--- config.mk ---
export PLATFORM = sky130hd
export DESIGN_NAME = dgc_chain
export DESIGN_NICKNAME = d
export VERILOG_FILES = /design/src/rtl/dgc_pkg.sv /design/src/rtl/dgc_wor.sv /design/src/rtl/dgc_node.sv /design/src/rtl/dgc_chain.sv
export SDC_FILE = /design/constraint.sdc
export NUM_CORES = 1
export LEC_CHECK = 0
export ABC_CLOCK_PERIOD_IN_PS = 3890
export BUFFER_PORTS_ARGS = -buffer_cell sky130_fd_sc_hd__buf_2
export CORE_UTILIZATION = 35
export CTS_CLUSTER_DIAMETER = 100
export CTS_CLUSTER_SIZE = 14
export DETAILED_ROUTE_END_ITERATION = 8
export PLACE_DENSITY_LB_ADDON = 0.2
export SLEW_MARGIN = 0
export SYNTH_ARGS = -nofsm -noshare
export SYNTH_HDL_FRONTEND = slang
export SYNTH_HIERARCHICAL = 1
export SYNTH_SLANG_ARGS = --single-unit
export TNS_END_PERCENT = 5
--- constraint.sdc ---
create_clock -name clk -period 3.89 [get_ports clk]
set_input_delay 0.5835 -clock clk [delete_from_list [all_inputs] [get_ports clk]]
set_output_delay 0.5835 -clock clk [all_outputs]
set_load 0.005 [all_outputs]
--- src/rtl/dgc_pkg.sv ---
package dgc_pkg;
  typedef enum logic [1:0] {
    ST_IDLE = 2'd0,
    ST_WAIT = 2'd1,
    ST_OWN  = 2'd2,
    ST_FREE = 2'd3
  } node_st_t;
endpackage

--- src/rtl/dgc_wor.sv ---
module dgc_wor #(
  parameter int W = 4
) (
  input  logic [W-1:0] bits,
  output logic         y
);
  assign y = |bits;
endmodule

--- src/rtl/dgc_node.sv ---
module dgc_node
  import dgc_pkg::*;
(
  input  logic clk,
  input  logic rst,
  input  logic gin,
  input  logic lreq,
  input  logic ldone,
  output logic gout,
  output logic breq,
  output logic owned,
  output logic rel
);
  node_st_t state_q, state_d;
  logic     gprev_q;
  logic     hold_q;
  logic     claim;

  // rising grant edge while waiting
  assign claim = (state_q == ST_WAIT) && gin && !gprev_q;
  assign gout  = gin && !hold_q && !claim;

  always_comb begin
    state_d = state_q;
    case (state_q)
      ST_IDLE: if (lreq)  state_d = ST_WAIT;
      ST_WAIT: if (claim) state_d = ST_OWN;
      ST_OWN:  if (ldone) state_d = ST_FREE;
      default:            state_d = ST_IDLE;
    endcase
  end

  always_ff @(posedge clk) begin
    if (rst) begin
      state_q <= ST_IDLE;
      gprev_q <= 1'b0;
      hold_q  <= 1'b0;
    end else begin
      state_q <= state_d;
      gprev_q <= gin;
      if (claim)
        hold_q <= 1'b1;
      else if (!gin && state_q != ST_OWN)
        hold_q <= 1'b0;
    end
  end

  assign breq  = (state_q == ST_WAIT);
  assign owned = (state_q == ST_OWN);
  assign rel   = (state_q == ST_FREE);


  release_one_cycle_chk: assert property (@(posedge clk) disable iff (rst)
    rel |=> !rel);

  owner_blocks_chk: assert property (@(posedge clk) disable iff (rst)
    owned |-> !gout);

  claim_on_grant_chk: assert property (@(posedge clk) disable iff (rst)
    $rose(owned) |-> $past(gin));

  req_held_chk: assert property (@(posedge clk) disable iff (rst)
    breq |=> (breq || owned));

  hold_after_rel_chk: assert property (@(posedge clk) disable iff (rst)
    rel |=> !gout);

  done_needs_owner_chk: assert property (@(posedge clk) disable iff (rst)
    $rose(rel) |-> $past(owned));
endmodule

--- src/rtl/dgc_chain.sv ---
module dgc_chain #(
  parameter int NODES = 4
) (
  input  logic             clk,
  input  logic             rst,
  input  logic             grant_in,
  input  logic [NODES-1:0] dev_req,
  input  logic [NODES-1:0] dev_done,
  output logic [NODES-1:0] dev_owned,
  output logic             bus_req,
  output logic             bus_release,
  output logic             grant_tail
);
  localparam int LINKS = NODES + 1;

  logic [LINKS-1:0] g_link;
  logic [NODES-1:0] req_v;
  logic [NODES-1:0] rel_v;

  assign g_link[0] = grant_in;

  for (genvar i = 0; i < NODES; i++) begin : g_node
    dgc_node node_i (
      .clk   (clk),
      .rst   (rst),
      .gin   (g_link[i]),
      .lreq  (dev_req[i]),
      .ldone (dev_done[i]),
      .gout  (g_link[i+1]),
      .breq  (req_v[i]),
      .owned (dev_owned[i]),
      .rel   (rel_v[i])
    );
  end

  dgc_wor #(.W(NODES)) req_or_i (.bits(req_v), .y(bus_req));
  dgc_wor #(.W(NODES)) rel_or_i (.bits(rel_v), .y(bus_release));

  assign grant_tail = g_link[NODES];


  single_owner_chk: assert property (@(posedge clk) disable iff (rst)
    $onehot0(dev_owned));

  owner_stops_tail_chk: assert property (@(posedge clk) disable iff (rst)
    (|dev_owned) |-> !grant_tail);
endmodule

==> results of run 1 <==
[synthesized netlist by cell type]
library cell | number | area (um2)
nor2_1 | 8 | 30.0
nand2b_1 | 12 | 75.1
nand2_1 | 4 | 15.0
nor3_1 | 4 | 20.0
mux2_1 | 4 | 45.0
or4_1 | 2 | 15.0
mux2i_1 | 4 | 40.0
nor3b_1 | 4 | 30.0
inv_1 | 16 | 60.1
o21ai_0 | 4 | 20.0
nor2b_1 | 8 | 50.1
dfxtp_1 | 16 | 320
ha_1 | 16 | 200
a21oi_1 | 4 | 20.0
a222oi_1 | 4 | 40.0
[flip-flops by register name, indices dropped and copies added (netlist names)]
signal	count
g_node.node_i/hold_q	4
g_node.node_i/state_q	8
g_node.node_i/gprev_q	4
[per-layer routing]
| metal | wire length [um] | share of wire, % |
|---|---|---|
| met4 | 12 | 0.66 |
| met3 | 69 | 3.8 |
| met5 | 0 | 0 |
| met1 | 876 | 48 |
| met2 | 854 | 47 |
[power groups by stage]
stage / clock network, uW / logic, uW / registers (uW)
2_1_floorplan: 0 / 279 / 249
3_5_place_dp: 0 / 379 / 259
5_1_grt: 123 / 434 / 262
6_report: 110 / 377 / 255
3_3_place_gp: 0 / 371 / 258
4_1_cts: 116 / 385 / 255
[through the flow]
step,worst slack (ns),utilization [%],area (um2),hold WS (ns),std cells
floorplan,1.20,-,981,0.444,110
global placement,0.918,43.0,1100,0.461,157
detailed placement,0.746,43.0,1100,0.467,157
CTS,0.421,44.4,1140,0.481,161
global route,0.210,44.4,1140,0.514,161
finish,0.451,44.4,1140,0.482,161
[worst max path at each step]
stage	end	startpoint	cells past startpoint	slack [ns]
after floorplan	g_node[3].node_i/state_q[0]	g_node[0].node_i/state_q[1]	9	1.20
after global placement	g_node[3].node_i/state_q[0]	g_node[0].node_i/state_q[1]	9	0.92
after detailed placement	g_node[3].node_i/state_q[0]	g_node[0].node_i/state_q[1]	9	0.75
final	grant_tail	g_node[0].node_i/state_q[1]	8	0.45
after global routing	grant_tail	g_node[0].node_i/state_q[1]	8	0.21
after CTS	grant_tail	g_node[0].node_i/state_q[1]	8	0.42
[cell type report]
cell class | count | area, um2
inverter | 16 | 60.1
tap | 30 | 37.5
clock buffer | 4 | 36.3
fill | 256 | 1430
timing repair buffer | 17 | 85.1
multi-input combinational | 78 | 601
sequential | 16 | 320
[kinds of logic after synthesis]
| logic type | Yosys count |
|---|---|
| AO/OA/AOI/OAI | 12 |
| flip-flops | 16 |
| buffers and inverters | 16 |
| AND/OR/NAND/NOR | 42 |
| adder cells (fa/ha/maj) | 16 |
| multiplexers | 8 |
[critical path, delay by kind of cell (launching register included)]
| kind | cells | cell delay [ns] |
|---|---|---|
| adder cells (fa/ha/maj) | 1 | 0.20 |
| AND/OR/NAND/NOR | 5 | 1.77 |
| flip-flops | 1 | 0.39 |
| buffers and inverters | 2 | 0.21 |
==> impl_metrics.sql, run 1 <==
INSERT INTO impl_metrics (metric_group, metric, value, unit) VALUES
('drt', 'route.antenna.remaining_nets', '0', ''),
('synthesis', 'number_of_synthesized_register_bits', '16', ''),
('grt', 'grt_antenna_before_repair', '0', ''),
('setup_path', 'regToRegEndpoint', 'g_node[3].node_i/state_q[0]', ''),
('power_and_ir_drop', 'switchingPower', '287', 'uW'),
('drt', 'drt_iter0_markers', '14', ''),
('floorplan', 'io-pin-count', '18', ''),
('timing', 'slew_headroom', '66.4', '%'),
('clocking', 'post_cts.resized_instances', '0', ''),
('synthesis', 'postSynthCellCount', '110', ''),
('synthesis', 'ys_warn_count', '6', ''),
('grt', 'grt.met1_usage', '16.0', '%'),
('synthesis', 'post_synth_and_or_nand_nor_area_fraction', '24.0', '%'),
('finish', 'mostFrequentLayoutCell', 'buf_2', ''),
('synthesis', 'synth-xor-area-share', '0', '%'),
('power_and_ir_drop', 'power.switching_fraction', '38.7', '%'),
('setup_path', 'r2r_slack', '0.72', 'ns'),
('flow_run', 'drv_cap', '0', ''),
('timing', 'tightestPinTransition', '0.504', 'ns'),
('synthesis', 'ys_types', '15', ''),
('grt', 'met2_usage', '24.1', '%'),
('drt', 'detail_route.drc_violations', '0', ''),
('power_and_ir_drop', 'design_power_total', '742', 'uW'),
('min_path', 'startpoint_of_the_worst_hold_path', 'g_node[1].node_i/hold_q', ''),
('synthesis', 'synth_compound_area_share', '8.16', '%'),
('clocking', 'clk_pin_slew_worst_paths', '0.10', 'ns'),
('setup_path', 'timing_worst_setup_path_type', 'reg -> out', ''),
('setup_path', 'setup.worst_path.start_class', 'flip-flop', ''),
('min_path', 'hold-path-cell-count', '2', ''),
('setup_path', 'worstPathRequired', '3.31', 'ns'),
('finish', 'layout.cells.most_common_list', '17 x buf_2, 16 x inv_1, 16 x ha_1, 16 x dfxtp_1, 12 x nand2b_1', ''),
('synthesis', 'synth.yosys.seq_area_share', '32.7', '%'),
('grt', 'top_usage_layer', 'met2', ''),
('grt', 'first_pass_grt_wire_length', '2.91', 'mm'),
('timing', 'timing.fmax', '291', 'MHz'),
('grt', 'grt_max_degree', '25', ''),
('timing', 'period_minus_slack', '3.44', 'ns'),
('drt', 'routed_wl', '1.81', 'mm'),
('setup_path', 'critPathSlowestCell', 'nor3b_1', ''),
('clocking', 'clockBufferDepth', '2', ''),
('clocking', 'clk_latency', '0.29', 'ns'),
('setup_path', 'cp-end-kind', 'output pin', ''),
('synthesis', 'synth_fp_nets', '137', ''),
('min_path', 'min-delay-path-class', 'reg -> reg', ''),
('drt', 'dr_total_vias', '772', ''),
('clocking', 'cts_max_level', '1', ''),
('timing', 'worst_clock_skew', '0.00705', 'ns'),
('floorplan', 'core', '0.00257', 'mm2'),
('clocking', 'cts_hold_buf', '0', ''),
('power_and_ir_drop', 'share_comb_of_total_power', '50.8', '%'),
('power_and_ir_drop', 'power.share.sequential', '34.3', '%'),
('clocking', 'cts_inserted_buffers', '3', ''),
('outcome', 'run_status', 'finished, final reports clean', ''),
('power_and_ir_drop', 'clock_power_share', '14.9', '%'),
('clocking', 'clkSinkCount', '16', ''),
('synthesis', 'synth.cell_area', '981', 'um2'),
('timing', 'timing.final.hold_violations', '0', ''),
('clocking', 'cts_post_setup_buffers_inserted', '0', ''),
('place', 'post-dp-hpwl', '1.40', 'mm'),
('setup_path', 'path_max_fanout', '5', ''),
('finish', 'final_layout_size_suffix_gt1_share', '16.0', '%'),
('timing', 'setup-tns-final', '0', 'ns'),
('floorplan', 'die_height', '54.9', 'um'),
('place', 'gp_congestion', '0.730', ''),
('synthesis', 'multiplexer_share_of_the_synthesized_area', '8.67', '%'),
('drt', 'via_per_inst', '4.80', ''),
('drt', 'detailedRoute.firstPassIterationCount', '4', ''),
('power_and_ir_drop', 'vdd_drop_max', '0.000335', 'V'),
('grt', 'met3_usage', '4.92', '%'),
('clocking', 'clock_tree.root_cell', 'clkbuf_4', ''),
('setup_path', 'arrival', '2.86', 'ns');
Note: power is estimated with default switching activity, not from simulation.
==> run 2, diff against run 1 <==
- MAX_ROUTING_LAYER: unset -> met4
==> run 2 against run 1 <==
  * Non-clock buffer count stayed put
  * Fmax hardly changed
  * Total power hardly changed
  * Clock skew is 0.00089 ns higher
  * Clock-buffer cell count stayed put
  * Global-route usage is 0.39 points higher
  * Combinational power hardly changed
  * Clock power hardly changed
  * Sequential share of layout area stayed put
  * Critical path depth stayed put
  * Die area stayed put
  * Setup slack worse by 0.0027 ns
  * Critical endpoint unchanged
  * Largest power group unchanged
==> impl_metrics.sql, run 2 (synthesis gave the netlist of run 1 again) <==
INSERT INTO impl_metrics (metric_group, metric, value, unit) VALUES
('outcome', 'run_status', 'finished, final reports clean', ''),
('grt', 'grt_antenna_before_repair', '0', ''),
('drt', 'via_per_inst', '4.79', ''),
('finish', 'registers.top_by_ff_count', 'g_node.node_i/state_q', ''),
('setup_path', 'timing_worst_setup_path_type', 'reg -> out', ''),
('clocking', 'cts_hold_buf', '0', ''),
('min_path', 'hold-path-cell-count', '2', ''),
('drt', 'wl_per_cell', '11.3', 'um'),
('setup_path', 'regToRegEndpoint', 'g_node[3].node_i/state_q[0]', ''),
('min_path', 'timing.hold.worst_endpoint', 'g_node[1].node_i/hold_q', ''),
('power_and_ir_drop', 'vdd_drop_max', '0.000334', 'V'),
('floorplan', 'die_height', '54.9', 'um'),
('flow_run', 'drv_cap', '0', ''),
('floorplan', 'placementRows', '18', ''),
('floorplan', 'initial_utilization', '38.2', '%'),
('setup_path', 'path_max_fanout', '5', ''),
('finish', 'mostFrequentLayoutCell', 'buf_2', ''),
('drt', 'drt_iter0_markers', '17', ''),
('power_and_ir_drop', 'power.share.sequential', '34.3', '%'),
('timing', 'setup_violations', '0', ''),
('floorplan', 'io-pin-count', '18', ''),
('power_and_ir_drop', 'power.switching_fraction', '38.7', '%'),
('finish', 'final_layout_size_suffix_gt1_share', '16.0', '%'),
('finish', 'largest_register_ff_count', '8', ''),
('setup_path', 'timing.rr.start', 'g_node[0].node_i/state_q[1]', ''),
('floorplan', 'floorplan.die_area', '0.00302', 'mm2'),
('setup_path', 'worstPathRequired', '3.31', 'ns'),
('power_and_ir_drop', 'power_per_cell_area', '650', 'mW/mm2'),
('setup_path', 'worstRegToRegCells', '9', ''),
('timing', 'slew_headroom', '65.6', '%'),
('finish', 'top_regs', 'g_node.node_i/state_q: 8 flops, g_node.node_i/gprev_q: 4 flops, g_node.node_i/hold_q: 4 flops', ''),
('drt', 'routed_wl', '1.82', 'mm'),
('place', 'port_buffers', '17', ''),
('timing', 'fin_crit_sh', '88.5', '%'),
('timing', 'setup-tns-final', '0', 'ns'),
('floorplan', 'core', '0.00257', 'mm2'),
('drt', 'route.antenna.remaining_nets', '0', ''),
('drt', 'detail_route.drc_violations', '0', ''),
('finish', 'number_of_antenna_diodes', '0', ''),
('clocking', 'post_cts.resized_instances', '0', ''),
('clocking', 'clock_tree.root_cell', 'clkbuf_4', ''),
('timing', 'period_minus_slack', '3.44', 'ns'),
('drt', 'dr_total_vias', '771', ''),
('power_and_ir_drop', 'share_comb_of_total_power', '51.0', '%'),
('floorplan', 'die_width', '54.9', 'um'),
('drt', 'detailedRoute.firstPassIterationCount', '4', ''),
('place', 'gp_congestion', '0.739', ''),
('setup_path', 'worst-path-stages', '8', ''),
('clocking', 'clkSinkCount', '16', ''),
('grt', 'grt_max_degree', '25', ''),
('finish', 'nNetsFinal', '159', ''),
('timing', 'rsz0062_at_grt', 'no', ''),
('timing', 'timing.fmax', '291', 'MHz'),
('clocking', 'cts_max_level', '1', ''),
('power_and_ir_drop', 'leakage', '0.000559', 'uW'),
('grt', 'first_global_vias', '684', ''),
('clocking', 'clk_latency', '0.29', 'ns'),
('clocking', 'clockBufferDepth', '2', ''),
('grt', 'grt_remaining_overflow', '0', ''),
('setup_path', 'setup.worst_path.start_class', 'flip-flop', ''),
('power_and_ir_drop', 'cellInternalPower', '455', 'uW'),
('setup_path', 'cp-end-kind', 'output pin', ''),
('timing', 'final-max-slew-violation-count', '0', ''),
('power_and_ir_drop', 'clock_power_share', '14.7', '%'),
('setup_path', 'worst_path_most_repeated_cell', 'nor3b_1', ''),
('min_path', 'startpoint_of_the_worst_hold_path', 'g_node[1].node_i/hold_q', ''),
('timing', 'timing.final.hold_violations', '0', ''),
('place', 'post-dp-hpwl', '1.40', 'mm'),
('setup_path', 'critPathSlowestCell', 'nor3b_1', ''),
('setup_path', 'crit_buf_inv', '2', ''),
('min_path', 'min-delay-path-class', 'reg -> reg', ''),
('clocking', 'tritoncts_clock_tree', 'built', ''),
('clocking', 'cts_post_setup_buffers_inserted', '0', ''),
('clocking', 'cts_inserted_buffers', '3', ''),
('finish', 'syn2layout_area_growth', '16.2', '%'),
('setup_path', 'arrival', '2.86', 'ns'),
('power_and_ir_drop', 'switchingPower', '287', 'uW'),
('setup_path', 'r2r_slack', '0.72', 'ns'),
('place', 'dp_cells', '157', ''),
('finish', 'layout.cells.most_common_list', '17 x buf_2, 16 x inv_1, 16 x ha_1, 16 x dfxtp_1, 12 x nand2b_1', ''),
('timing', 'worst_clock_skew', '0.00794', 'ns'),
('timing', 'tightestPinTransition', '0.515', 'ns'),
('clocking', 'clk_pin_slew_worst_paths', '0.10', 'ns'),
('setup_path', 'critical_path.cell_chain', 'inv_1, ha_1, nor2b_1, nor3b_1, nor3b_1, nor3b_1, nor3b_1, buf_2', ''),
('setup_path', 'critical_path.top_delay_family', 'simple AND/OR/NAND/NOR gates', ''),
('grt', 'first_pass_grt_wire_length', '2.92', 'mm'),
('setup_path', 'crit_path_max_incr_delay', '0.51', 'ns'),
('grt', 'grt_usage', '14.3', '%'),
('finish', 'count_of_non_filler_cells_in_the_finished_layout', '161', '');
-- run 2: area by class of cell --
type	count	area, um2
sequential	16	320
multi-input combinational	78	601
inverter	16	60.1
clock buffer	4	36.3
tap	30	37.5
timing repair buffer	17	85.1
fill	256	1430
-- run 2: stage by stage --
stage | hold slack, ns | total power (uW) | setup slack [ns] | area, um2 | util (%)
2_1_floorplan | 0.444 | 528 | 1.20 | 981 | -
3_3_place_gp | 0.461 | 628 | 0.918 | 1100 | 43.0
3_5_place_dp | 0.467 | 637 | 0.746 | 1100 | 43.0
4_1_cts | 0.481 | 756 | 0.421 | 1140 | 44.4
5_1_grt | 0.514 | 818 | 0.210 | 1140 | 44.4
6_report | 0.482 | 741 | 0.449 | 1140 | 44.4
-- run 2: worst max-delay path by stage --
stage / end / slack (ns) / startpoint
2_1_floorplan: g_node[3].node_i/state_q[0] / 1.20 / g_node[0].node_i/state_q[1]
3_3_place_gp: g_node[3].node_i/state_q[0] / 0.92 / g_node[0].node_i/state_q[1]
3_5_place_dp: g_node[3].node_i/state_q[0] / 0.75 / g_node[0].node_i/state_q[1]
4_1_cts: grant_tail / 0.42 / g_node[0].node_i/state_q[1]
5_1_grt: grant_tail / 0.21 / g_node[0].node_i/state_q[1]
6_report: grant_tail / 0.45 / g_node[0].node_i/state_q[1]
-- run 2: power by group through the flow --
stage	combinational, uW	clock (uW)	sequential, uW
2_1_floorplan	279	0	249
3_3_place_gp	371	0	258
3_5_place_dp	379	0	259
4_1_cts	385	116	255
5_1_grt	434	123	262
6_report	378	109	255
-- run 2: worst min-delay path, cell delays in order (launching register included) --
cell,delay [ns]
dfxtp_1,0.32
o21ai_0,0.07
a21oi_1,0.06
-- run 2: routing by layer --
metal,up-vias,part of all wire (%),global-route usage (%)
met5,-,0,-
met4,0,0.71,3.75
met3,2,2.4,4.92
met2,9,48,24.1
met1,355,49,16.0
li1,405,-,-
==> run 3, diff against run 2 <==
- ABC_AREA: unset -> 1
==> run 3 against run 2 <==
  * Setup slack better by 0.50 ns
  * Sequential cell count unchanged
  * Hold slack worse by 0.029 ns
  * Clock skew fell by 0.0065 ns
  * Clock power about the same
  * Sequential power shrank 3%
  * Utilization is 0.45 points lower
  * Register-to-register slack gained 1.0 ns
  * Final area rose by 10%
  * Synthesized cell count rose by 44%
  * Highest routed layer unchanged
==> impl_metrics.sql, run 3 <==
INSERT INTO impl_metrics (metric_group, metric, value, unit) VALUES
('outcome', 'run_status', 'finished, final reports clean', ''),
('finish', 'final_layout_size_suffix_gt1_share', '20.7', '%'),
('synthesis', 'synth_top_area_share', '29.3', '%'),
('clocking', 'cts_max_level', '1', ''),
('setup_path', 'setup.worst_path.start_class', 'flip-flop', ''),
('timing', 'finalWorstSetupSlack', '0.950', 'ns'),
('synthesis', 'synth_fp_nets', '185', ''),
('clocking', 'cts_inserted_buffers', '3', ''),
('setup_path', 'cp-end-kind', 'output pin', ''),
('drt', 'wl_per_cell', '9.20', 'um'),
('floorplan', 'io-pin-count', '18', ''),
('setup_path', 'timing_worst_setup_path_type', 'reg -> out', ''),
('min_path', 'min-delay-path-class', 'reg -> reg', ''),
('finish', 'mostFrequentLayoutCell', 'inv_1', ''),
('synthesis', 'synth.cells.most_frequent', '36 x inv_1, 24 x nor2_1, 22 x nand2_1', ''),
('timing', 'setup_violations', '0', ''),
('setup_path', 'critPathSlowestCell', 'dfxtp_1', ''),
('setup_path', 'crit_path_max_incr_delay', '0.38', 'ns'),
('grt', 'met3_usage', '4.24', '%'),
('finish', 'largest_register_ff_count', '8', ''),
('power_and_ir_drop', 'power_per_cell_area', '643', 'mW/mm2'),
('floorplan', 'initial_utilization', '38.3', '%'),
('grt', 'grt.met1_usage', '15.2', '%'),
('timing', 'worst_clock_skew', '0.00143', 'ns'),
('setup_path', 'critical_path.top_delay_family', 'simple AND/OR/NAND/NOR gates', ''),
('timing', 'rsz0062_at_grt', 'no', ''),
('synthesis', 'ys_warn_count', '6', ''),
('finish', 'number_of_antenna_diodes', '0', ''),
('synthesis', 'synth.top_cells.by_area', 'dfxtp_1 29%, ha_1 18%, inv_1 12%', ''),
('clocking', 'tritoncts_clock_tree', 'built', ''),
('flow_run', 'drv_cap', '0', ''),
('floorplan', 'placementRows', '19', ''),
('grt', 'first_pass_grt_wire_length', '3.55', 'mm'),
('finish', 'fillerInstances', '303', ''),
('grt', 'grt_antenna_before_repair', '0', ''),
('finish', 'syn2layout_area_growth', '14.6', '%'),
('power_and_ir_drop', 'vdd_drop_max', '0.000328', 'V'),
('clocking', 'clockBufferDepth', '2', ''),
('synthesis', 'postSynthCellCount', '158', ''),
('drt', 'routed_wl', '1.93', 'mm'),
('synthesis', 'dominantRegCellSynth', 'dfxtp_1', ''),
('finish', 'top_regs', 'g_node.node_i/state_q: 8 flops, g_node.node_i/gprev_q: 4 flops, g_node.node_i/hold_q: 4 flops', ''),
('clocking', 'clk_latency', '0.28', 'ns'),
('setup_path', 'path_max_fanout', '5', ''),
('synthesis', 'synth-edff-count', '0', ''),
('grt', 'grt_usage', '13.9', '%'),
('place', 'dp_worst_setup_slack', '1.23', 'ns'),
('synthesis', 'synthMostInstantiatedCell', 'inv_1', ''),
('clocking', 'cts_post_setup_buffers_inserted', '0', ''),
('synthesis', 'synth.cell_area', '0.00109', 'mm2'),
('synthesis', 'synthesis.area_per_instance', '6.92', 'um2'),
('finish', 'nNetsFinal', '207', ''),
('synthesis', 'ys_types', '14', ''),
('power_and_ir_drop', 'leakage', '0.000688', 'uW'),
('drt', 'drt_iter0_markers', '12', ''),
('synthesis', 'ys_async_sr_fraction', '0', '%'),
('grt', 'first_global_vias', '895', ''),
('clocking', 'clkSinkCount', '16', ''),
('timing', 'period_minus_slack', '2.94', 'ns'),
('place', 'port_buffers', '17', ''),
('drt', 'detail_route.drc_violations', '0', ''),
('grt', 'grt_remaining_overflow', '0', ''),
('drt', 'dr_total_vias', '946', ''),
('clocking', 'clk_pin_slew_worst_paths', '0.09', 'ns'),
('synthesis', 'post-synth-top-area-cell', 'dfxtp_1', ''),
('timing', 'timing.final.hold_violations', '0', ''),
('floorplan', 'floorplan.die_area', '0.00335', 'mm2'),
('timing', 'timing.fmax', '340', 'MHz'),
('timing', 'setup-tns-final', '0', 'ns'),
('place', 'gp_congestion', '0.851', ''),
('grt', 'met2_usage', '24.6', '%'),
('drt', 'route.antenna.remaining_nets', '0', ''),
('setup_path', 'arrival', '2.36', 'ns'),
('finish', 'layout.cells.most_common_list', '36 x inv_1, 24 x nor2_1, 22 x nand2_1, 17 x buf_2', ''),
('floorplan', 'core', '0.00285', 'mm2'),
('synthesis', 'synth.yosys.seq_area_share', '29.3', '%'),
('clocking', 'cts_hold_buf', '0', ''),
('timing', 'final-max-slew-violation-count', '0', ''),
('grt', 'top_usage_layer', 'met2', ''),
('finish', 'registers.top_by_ff_count', 'g_node.node_i/state_q', ''),
('setup_path', 'crit_buf_inv', '2', ''),
('place', 'post-dp-hpwl', '1.66', 'mm'),
('timing', 'slew_headroom', '88.8', '%'),
('timing', 'fin_crit_sh', '75.6', '%'),
('drt', 'via_per_inst', '4.50', ''),
('timing', 'tightestPinTransition', '0.167', 'ns'),
('clocking', 'post_cts.resized_instances', '0', ''),
('clocking', 'clock_tree.root_cell', 'clkbuf_4', ''),
('floorplan', 'die_width', '57.9', 'um'),
('drt', 'detailedRoute.firstPassIterationCount', '3', ''),
('power_and_ir_drop', 'design_power_total', '806', 'uW'),
('setup_path', 'critical_path.cell_chain', 'inv_1, ha_1, nand3_1, and3_2, nand3_1, and3_2, nand3_1, and3_2, nand3_1, and3_2, buf_2', ''),
('synthesis', 'number_of_synthesized_register_bits', '16', ''),
('setup_path', 'worstPathRequired', '3.31', 'ns'),
('grt', 'grt_max_degree', '10', ''),
('floorplan', 'die_height', '57.9', 'um');
-- run 3: cell count changes in the layout (fill, tap and decap cells not counted), moves of 8 or more --
cell      before  now
nand2_1        4   22
nand3_1        0   12
inv_1         16   36
nor2_1         8   24
nand2b_1      12    0
nor2b_1        8    0
-- run 3: path summary, 6_finish.rpt --
check | cells after the start | startpoint | slack, ns | end
setup / recovery | 11 | g_node[0].node_i/state_q[1] | 0.95 | grant_tail
setup reg to reg | 13 | g_node[0].node_i/state_q[1] | 1.75 | g_node[3].node_i/state_q[1]
hold / removal | 2 | g_node[2].node_i/hold_q | 0.45 | g_node[2].node_i/hold_q
hold reg to reg | 2 | g_node[2].node_i/hold_q | 0.45 | g_node[2].node_i/hold_q
-- run 3: power by group --
| group | internal [uW] | leakage [uW] | total [uW] | switching (uW) |
|---|---|---|---|---|
| clock network | 57.0 | 0.0000210 | 108 | 51.5 |
| logic | 195 | 0.000535 | 449 | 254 |
| registers | 209 | 0.000132 | 248 | 39.2 |
| total | 461 | 0.000688 | 806 | 345 |
-- run 3: layout make-up --
| type | instances | area (um2) | area share, % |
|---|---|---|---|
| Multi-Input combinational cell | 102 | 623 | 49.7 |
| Sequential cell | 16 | 320 | 25.5 |
| Inverter | 40 | 150 | 12.0 |
| Timing Repair Buffer | 17 | 85.1 | 6.79 |
| Tap cell | 31 | 38.8 | 3.09 |
| Clock buffer | 4 | 36.3 | 2.89 |
-- run 3: cell families after synthesis --
logic type / Yosys count / share of synthesized area, %
simple gates: 66 / 26.3
buf+inv: 40 / 13.7
compound gates: 20 / 12.4
fa+ha+maj: 16 / 18.3
flops: 16 / 29.3
-- run 3: tightest hold or removal path: stages (launching register included) --
cell and delay, ns:
dfxtp_1 0.31, inv_1 0.05, a21oi_1 0.06
-- run 3: metal layers --
layer,wire [um],share of wire (%)
met3,61,3.2
met5,0,0
met4,12,0.62
met1,908,47
met2,948,49
-- run 3: stage by stage --
stage	hold slack [ns]	area (um2)	util (%)	instances
floorplan	0.426	1090	-	158
global placement	0.440	1220	42.7	206
detailed placement	0.440	1220	42.7	206
CTS	0.453	1250	43.9	210
global route	0.480	1250	43.9	210
finish	0.453	1250	43.9	210
